`src/rtl/seg_xlate.sv`:
```
module seg_xlate #(
  parameter int SEG_W = 3,
  parameter int OFF_W = 8,
  parameter int PA_W  = 12
) (
  input  logic             clk,
  input  logic             rst_n,
  input  logic             tbl_we,
  input  logic [SEG_W-1:0] tbl_idx,
  input  logic [PA_W-1:0]  tbl_base,
  input  logic [OFF_W-1:0] tbl_limit,
  input  logic [2:0]       tbl_perm,
  input  logic             len_we,
  input  logic [SEG_W:0]   len_val,
  input  logic             req_valid,
  input  logic [SEG_W-1:0] req_seg,
  input  logic [OFF_W-1:0] req_off,
  input  logic [1:0]       req_kind,
  output logic             rsp_valid,
  output logic [1:0]       rsp_cause,
  output logic [PA_W-1:0]  rsp_paddr
);
  localparam int NSEG = 1 << SEG_W;

  logic [PA_W-1:0]  base_q  [NSEG];
  logic [OFF_W-1:0] limit_q [NSEG];
  logic [2:0]       perm_q  [NSEG];
  logic [SEG_W:0]   seg_len_q;

  logic       seg_ok, off_ok, kind_ok;
  logic [2:0] perm_sel;
  logic [1:0] cause_d;

  always_ff @(posedge clk or negedge rst_n) begin
    if (!rst_n) begin
      seg_len_q <= '0;
      for (int i = 0; i < NSEG; i++) begin
        base_q[i]  <= '0;
        limit_q[i] <= '0;
        perm_q[i]  <= '0;
      end
    end else begin
      if (len_we) seg_len_q <= len_val;
      if (tbl_we) begin
        base_q[tbl_idx]  <= tbl_base;
        limit_q[tbl_idx] <= tbl_limit;
        perm_q[tbl_idx]  <= tbl_perm;
      end
    end
  end

  assign perm_sel = perm_q[req_seg];
  assign seg_ok   = {1'b0, req_seg} < seg_len_q;
  assign off_ok   = req_off < limit_q[req_seg];

  always_comb begin
    case (req_kind)
      2'd0:    kind_ok = perm_sel[0];
      2'd1:    kind_ok = perm_sel[1];
      2'd2:    kind_ok = perm_sel[2];
      default: kind_ok = 1'b0;
    endcase
  end

  assign cause_d = !seg_ok  ? 2'd1 :
                   !off_ok  ? 2'd2 :
                   !kind_ok ? 2'd3 : 2'd0;

  always_ff @(posedge clk or negedge rst_n) begin
    if (!rst_n) begin
      rsp_valid <= 1'b0;
      rsp_cause <= 2'd0;
      rsp_paddr <= '0;
    end else begin
      rsp_valid <= req_valid;
      if (req_valid) begin
        rsp_cause <= cause_d;
        rsp_paddr <= (cause_d == 2'd0) ? base_q[req_seg] + PA_W'(req_off) : '0;
      end
    end
  end

  a_r2_valid_follows: assert property (@(posedge clk) disable iff (!rst_n)
    req_valid |=> rsp_valid);
  a_r2_valid_idle: assert property (@(posedge clk) disable iff (!rst_n)
    !req_valid |=> !rsp_valid);
  a_r3_bad_segment: assert property (@(posedge clk) disable iff (!rst_n)
    (req_valid && ({1'b0, req_seg} >= seg_len_q)) |=> rsp_cause == 2'd1);
  a_r4_offset_over: assert property (@(posedge clk) disable iff (!rst_n)
    (req_valid && ({1'b0, req_seg} < seg_len_q) && (req_off >= limit_q[req_seg]))
      |=> rsp_cause == 2'd2);
  a_r8_trap_zero_addr: assert property (@(posedge clk) disable iff (!rst_n)
    (rsp_cause != 2'd0) |-> rsp_paddr == '0);
  a_r10_hold: assert property (@(posedge clk) disable iff (!rst_n)
    !req_valid |=> ($stable(rsp_cause) && $stable(rsp_paddr)));
endmodule

```
`config.mk`:
```
export PLATFORM = sky130hd
export DESIGN_NAME = seg_xlate
export DESIGN_NICKNAME = d
export VERILOG_FILES = /design/src/rtl/seg_xlate.sv
export SDC_FILE = /design/constraint.sdc
export NUM_CORES = 1
export LEC_CHECK = 0
export BUFFER_PORTS_ARGS = -buffer_cell sky130_fd_sc_hd__buf_2
export CAP_MARGIN = 20
export CORE_ASPECT_RATIO = 0.6
export CORE_UTILIZATION = 61
export DETAILED_ROUTE_END_ITERATION = 6
export PLACE_DENSITY = 0.8
export SYNTH_ARGS = -nofsm -noshare
export SYNTH_HDL_FRONTEND = slang
export SYNTH_SLANG_ARGS = --single-unit
```
`constraint.sdc`:
```
create_clock -name clk -period 3.8 [get_ports clk]
set_input_delay 0.38 -clock clk [delete_from_list [all_inputs] [get_ports clk]]
set_output_delay 0.38 -clock clk [all_outputs]
set_load 0.02 [all_outputs]
```
==> out/results.txt, run 1 <==
Status = complete, but fails checks
Failing checks = hold timing
CTS buffer count = 20
CTS tree = yes
Dpl cell area = 10200 um^2
CP top delay family = compound AO/OA/AOI/OAI gates
Peak VDD IR = 0.384 mV
Post CTS Setup Buffer Count = 0
ANT nets after route = 0
RSZ-0062 raised after global routing = no
GRT Overall Usage = 29.3%
Synthesized area = 9590 um^2
Routed length per instance = 24.0 um
Row count = 35
Mean post-synth cell area = 14.8 um^2
Worst-Margin Slew = 888 ps
Fmax = 313 MHz
Initial antenna violation count = 1
Max incr delay on CP = 520 ps
Layout Skew = 9.56 ps
Worst endpoint required time = 4170 ps
First-pass GRT wire length = 35.5 mm
Post-synth EDFFs = 0
Most frequent cells in the layout = 203 x dfrtp_1, 188 x mux2_2, 61 x buf_2
Vias in the first global route = 6218
Clock sinks = 203
Crit path capture type = flop
Die W = 164 um
Endpoints failing setup = 0
Slew Limit Fails = 0
Layout Utilization = 70.4%
Total gr overflow = 0
Synth Warn # = 0
Syn Inst Count = 646
Layout fillers = 1018
CP dominant cell by count = nand2_1
Share of post-route cells with drive strength above 1 = 47.3%
Die area = 16200 um^2
Slew margin rel. = 40.8%
First-pass DRT Iterations = 4
CP arrival = 3570 ps
Crit-path cells = buf_2 > buf_12 > mux4_2 > nand2_1 > nand2_1 > ha_1 > a21oi_1 > o21ai_0 > o41ai_1 > nor3b_1 > xnor2_1 > a31o_1
Area of the multi-input gates = 4320 um^2
DP HPWL = 14.0 mm
CTS max path bufs = 3
Final min period = 3200 ps
Library cells used by synthesis = 44
Worst path depth = 12
Die Y-Extent = 99.1 um
Main flop type after synthesis = dfrtp_1
Power Dens Cells = 570 nW/um^2
Design area = 10800 um^2
DR DRC count = 0
Vias per cell = 6.26
Ports = 63
Commonest non-fill, non-tap cell in the layout = dfrtp_1
Critical path startpoint category = input pin
Final hold vios = 10
Ys async rst share = 100%
Period utilization = 84.2%
Htree depth = 1
Starting Density = 62.4%
Syn-to-layout area delta = 12.8%
Reg2reg path depth = 11
Reg area = 5080 um^2
Core area = 15400 um^2
Hold Buf Count CTS = 0
CTS clock-pin slew for the worst setup and hold paths = 60 ps
Vias = 5803
Tightest Hold Check Type = in2async
Final Wtd Congestion = 0.840
Critical-path top delay cell = mux4_2
Max-cap violations = 0
Kind of critical path = in2reg
Syn nets = 712
Drt initial violations = 456
Sequential fraction of the synthesis area = 53.0%
Root Driver = clkbuf_16
WL final = 22.2 mm
P_leak = 4.81 nW
Number of synthesized register bits = 203
Largest net degree at the start of global routing = 109
Worst hold slack = -23.5 ps
Bufs and invs on worst path = 2
Fin Setup TNS = 0 ps
Nets = 777
# port buffers = 62
Post_cts resized = 0
Max FO, Critical Path = 26
Clk Latency, worst-skew pair = 490 ps
-- cells by family (layout without fill, tap and decap cells) --
logic type               Yosys count  after routing  share of synthesized area (%)
other                              0              1                              0
flip-flops                       203            203                           53.0
buffers and inverters             42            119                           2.19
AND/OR/NAND/NOR                   78             78                           4.06
AO/OA/AOI/OAI                     47             47                           3.57
XOR/XNOR                          10             10                          0.913
adder cells (fa/ha/maj)           18             18                           2.43
multiplexers                     248            248                           33.9
-- path summary, 6_finish.rpt --
path | from | endpoint | slack (ps)
max | req_seg[0] | rsp_paddr[10] | 600
min | rst_n | limit_q[25] | -20
max reg2reg | base_q[0] | rsp_paddr[10] | 650
min reg2reg | base_q[57] | base_q[57] | 500
max in group asynchronous | rst_n | limit_q[31] | 2780
min in group clk | len_val[1] | seg_len_q[1] | 110
-- through the flow --
| step | power [mW] | std cells | setup slack, ps | hold WS, ps |
|---|---|---|---|---|
| 2_1_floorplan | 3.76 | 646 | 251 | 84.4 |
| 3_3_place_gp | 4.09 | 892 | 256 | 480 |
| 3_5_place_dp | 4.20 | 892 | 132 | 487 |
| 4_1_cts | 6.18 | 926 | 581 | 35.5 |
| 5_1_grt | 6.44 | 927 | 449 | 71.3 |
| 6_report | 6.17 | 927 | 601 | -23.5 |
-- area by class of cell --
class | instances | area share [%]
Tap cell | 203 | 2.35
Timing Repair Buffer | 79 | 4.47
Antenna cell | 1 | 0.0231
Sequential cell | 203 | 46.9
Clock buffer | 29 | 5.50
Clock inverter | 5 | 0.567
Multi-Input combinational cell | 401 | 39.9
Inverter | 6 | 0.208
-- synth_stat cells (2+ instances only) --
cell | n | area share (%)
a211oi_1 | 2 | 0.16
a21o_1 | 3 | 0.23
a21oi_1 | 11 | 0.57
a22oi_1 | 2 | 0.16
a31o_1 | 10 | 0.91
a31o_2 | 2 | 0.18
buf_2 | 11 | 0.57
buf_4 | 2 | 0.16
buf_6 | 2 | 0.23
clkbuf_1 | 19 | 0.74
dfrtp_1 | 203 | 53
ha_1 | 17 | 2.2
inv_1 | 5 | 0.20
mux2_2 | 188 | 22
mux2i_1 | 19 | 2.0
mux4_1 | 5 | 1.4
mux4_2 | 36 | 8.5
nand2_1 | 36 | 1.4
nand2b_1 | 3 | 0.20
nand3_1 | 5 | 0.26
nand4_1 | 2 | 0.13
nand4b_1 | 3 | 0.27
nor2_1 | 8 | 0.31
nor2b_1 | 14 | 0.91
nor3_1 | 3 | 0.16
nor3b_1 | 3 | 0.23
o211ai_1 | 2 | 0.16
o21ai_0 | 6 | 0.31
xnor2_1 | 6 | 0.55
xor2_1 | 4 | 0.37
-- registers in the layout (all words and copies together), names as in the netlist --
signal / flops
base_q: 96
seg_len_q: 4
rsp_valid: 1
perm_q: 24
limit_q: 64
rsp_paddr: 12
rsp_cause: 2
-- metal layers --
| layer | track usage (%) | routed length, um |
|---|---|---|
| met5 | 0 | 0 |
| met4 | 6.20 | 344 |
| met3 | 5.21 | 1360 |
| met2 | 44.9 | 10200 |
| met1 | 44.5 | 10300 |
-- report_power, final --
part           internal (mW)  switching (mW)  total, mW
Clock                   1.16           0.821       1.98
Sequential              2.62           0.246       2.87
Combinational          0.722           0.599       1.32
No activity file was read; power rests on OpenSTA's default activity.
==> run 2: changes to the inputs <==
- ABC_AREA: default -> 1
- CORE_UTILIZATION: 61 -> 55
- PLACE_DENSITY: 0.8 -> 0.76
- clock period: 3.8 -> 2.6 ns (I/O delays scaled with it)
==> run 2 against run 1 <==
The run now ends clean. Power up 45%. Critical path depth up 3. Hold slack better by 34 ps. Worst setup slack worse by 490 ps. Clock power up 65%. Sequential cell count unchanged. First-iteration DRC count up 93%. Die area up 10%. Sequential power up 41%. Combinational power up 23%. Area after synthesis down 0.48%.
==> out/results.txt, run 2 <==
Kind of critical path = reg2reg
Die area = 17900 um^2
Worst endpoint required time = 2990 ps
Launch point of the worst path = base_q[72]
Ys async rst share = 100%
Share of post-route cells with drive strength above 1 = 14.3%
CP arrival = 2890 ps
Most frequent cells in the layout = 260 x nand2_1, 235 x o21ai_0, 203 x dfrtp_1
DP HPWL = 15.9 mm
Top reg by flops = base_q
Endpoints failing setup = 0
Syn-to-layout area delta = 17.5%
Commonest cells in the synthesized netlist = 260 x nand2_1, 239 x o21ai_0, 203 x dfrtp_1
Starting Density = 57.6%
Number of synthesized register bits = 203
Synth Warn # = 0
Routed length per instance = 17.2 um
Critical path startpoint category = flop
CTS clock-pin slew for the worst setup and hold paths = 70 ps
Max FO, Critical Path = 3
Worst-Margin Slew = 597 ps
Library cells used by synthesis = 37
CTS buffer count = 20
Design area = 11200 um^2
Fin Setup TNS = 0 ps
Post-synthesis cell type with the largest combined area = dfrtp_1
Slew Limit Fails = 0
Peak VDD IR = 0.593 mV
Main flop type after synthesis = dfrtp_1
Nets = 1290
Dpl cell area = 10300 um^2
Die W = 172 um
Setup slack, reg-to-reg = 110 ps
Clk Latency, worst-skew pair = 500 ps
Root Driver = clkbuf_16
Max FFs per register = 96
Vias per cell = 5.65
# port buffers = 62
Top cell type's share of synthesized area = 53.2%
Core area = 16600 um^2
Clock sinks = 203
Final hold vios = 0
Cell with the most instances after synthesis = nand2_1
Power Dens Cells = 796 nW/um^2
Syn Inst Count = 1138
Ports = 63
Biggest regs = base_q (96), limit_q (64), perm_q (24)
Final min period = 2490 ps
Max-cap violations = 0
WL final = 25.2 mm
Main area contributors after synthesis = dfrtp_1 53%, o21ai_0 13%, nand2_1 10%
Mean post-synth cell area = 8.39 um^2
Tightest Hold Check Type = in2reg
ANT nets after route = 0
Largest net degree at the start of global routing = 74
Drt initial violations = 880
Overall Power = 8.93 mW
Layout fillers = 1384
P_leak = 5.44 nW
Slew margin rel. = 60.2%
Period utilization = 95.9%
Status = finished, final reports clean
Vias in the first global route = 7812
Layout Skew = 13.1 ps
R2r endpoint = rsp_paddr[8]
First-pass GRT wire length = 41.1 mm
Die Y-Extent = 104 um
Initial antenna violation count = 0
GRT Overall Usage = 29.2%
RSZ-0062 raised after global routing = yes
First-pass DRT Iterations = 5
CTS tree = yes
Vias = 8290
Fmax = 401 MHz
DR DRC count = 0
Htree depth = 1
Reg2reg path depth = 15
Row count = 36
Commonest non-fill, non-tap cell in the layout = nand2_1
Post-synth EDFFs = 0
Synthesized area = 9550 um^2
Syn nets = 1204
Critical path endpoint = rsp_paddr[8]
CTS max path bufs = 3
Total gr overflow = 0
Sequential fraction of the synthesis area = 53.2%
Final Wtd Congestion = 0.891
FF-to-FF Start = base_q[72]
Crit path capture type = flop
-- run 2: cell types whose count changed after synthesis, sizes merged, moves of 13 or more --
cell	previous run	this run
o21ai	6	276
nand2	36	261
mux2	188	0
nor2	8	126
inv	6	71
mux4	41	0
clkbuf	19	47
nand3	5	26
mux2i	19	0
o22ai	1	20
nor2b	14	0
a21oi	11	24
-- run 2: layout make-up --
cell class / count / area (um^2) / share of cell area, %
Clock inverter: 7 / 141 / 1.26
Multi-Input combinational cell: 796 / 3910 / 34.8
Tap cell: 228 / 285 / 2.54
Inverter: 72 / 270 / 2.41
Clock buffer: 29 / 606 / 5.40
Antenna cell: 1 / 2.50 / 0.0223
Timing Repair Buffer: 131 / 925 / 8.24
Sequential cell: 203 / 5080 / 45.3
-- run 2: report_power, final --
group          internal, mW  switching, mW  leakage, nW
combinational         0.657          0.965         2.54
clock                  2.02           1.24        0.363
sequential             3.73          0.309         2.54
-- run 2: critical path, stage by stage, from the launching register on --
cell and delay (ps):
dfrtp_1 410, o21ai_2 210, o22ai_1 100, nor2_1 90, a31oi_1 60, ha_2 240
fa_2 340, a21oi_1 130, o21ai_1 110, nand2_1 70, o211ai_1 150, buf_4 180
xnor2_1 130, inv_1 70, nand3_2 60, nand2_1 50
-- run 2: cells by family (layout without fill, tap and decap cells) --
kind of cell	Yosys count	in the layout	synth area share (%)
buffers and inverters	139	239	6.19
other	0	1	0
AND/OR/NAND/NOR	419	419	17.8
AO/OA/AOI/OAI	352	352	19.7
flip-flops	203	203	53.2
adder cells (fa/ha/maj)	18	18	2.44
XOR/XNOR	7	7	0.642
-- run 2: layer usage --
metal	part of all wire (%)	global-route usage, %	vias up
li1	-	-	3955
met1	48	45.4	3966
met2	42	42.7	333
met3	8.1	4.91	36
met4	1.5	6.26	0
met5	0	0	-
-- run 2: worst min path at each step --
| stage | startpoint | end | cells past startpoint |
|---|---|---|---|
| 6_report | tbl_base[8] | base_q[8] | 3 |
| 5_1_grt | tbl_base[1] | base_q[1] | 3 |
| 4_1_cts | tbl_base[8] | base_q[8] | 3 |
| 3_5_place_dp | rst_n | perm_q[16] | 1 |
| 3_3_place_gp | rst_n | perm_q[16] | 1 |
| 2_1_floorplan | rst_n | base_q[0] | 0 |
-- run 2: what timing repair did --
item,4_1_cts,5_1_grt
setup buffers,0,3
resized for setup,0,7
endpoints found under the setup margin,0,5
hold buffers,14,0
hold endpoints to repair,81,0
-- run 2: metrics by stage --
stage | std cells | hold WS, ps | utilization, % | worst slack [ps]
after global placement | 1413 | 319 | 62.0 | -70.5
after CTS | 1463 | 1.42 | 67.4 | 89.2
after floorplan | 1138 | -35.6 | - | -65.9
after global routing | 1466 | 43.0 | 67.6 | -44.5
after detailed placement | 1413 | 319 | 62.0 | -118
final | 1467 | 10.9 | 67.7 | 106
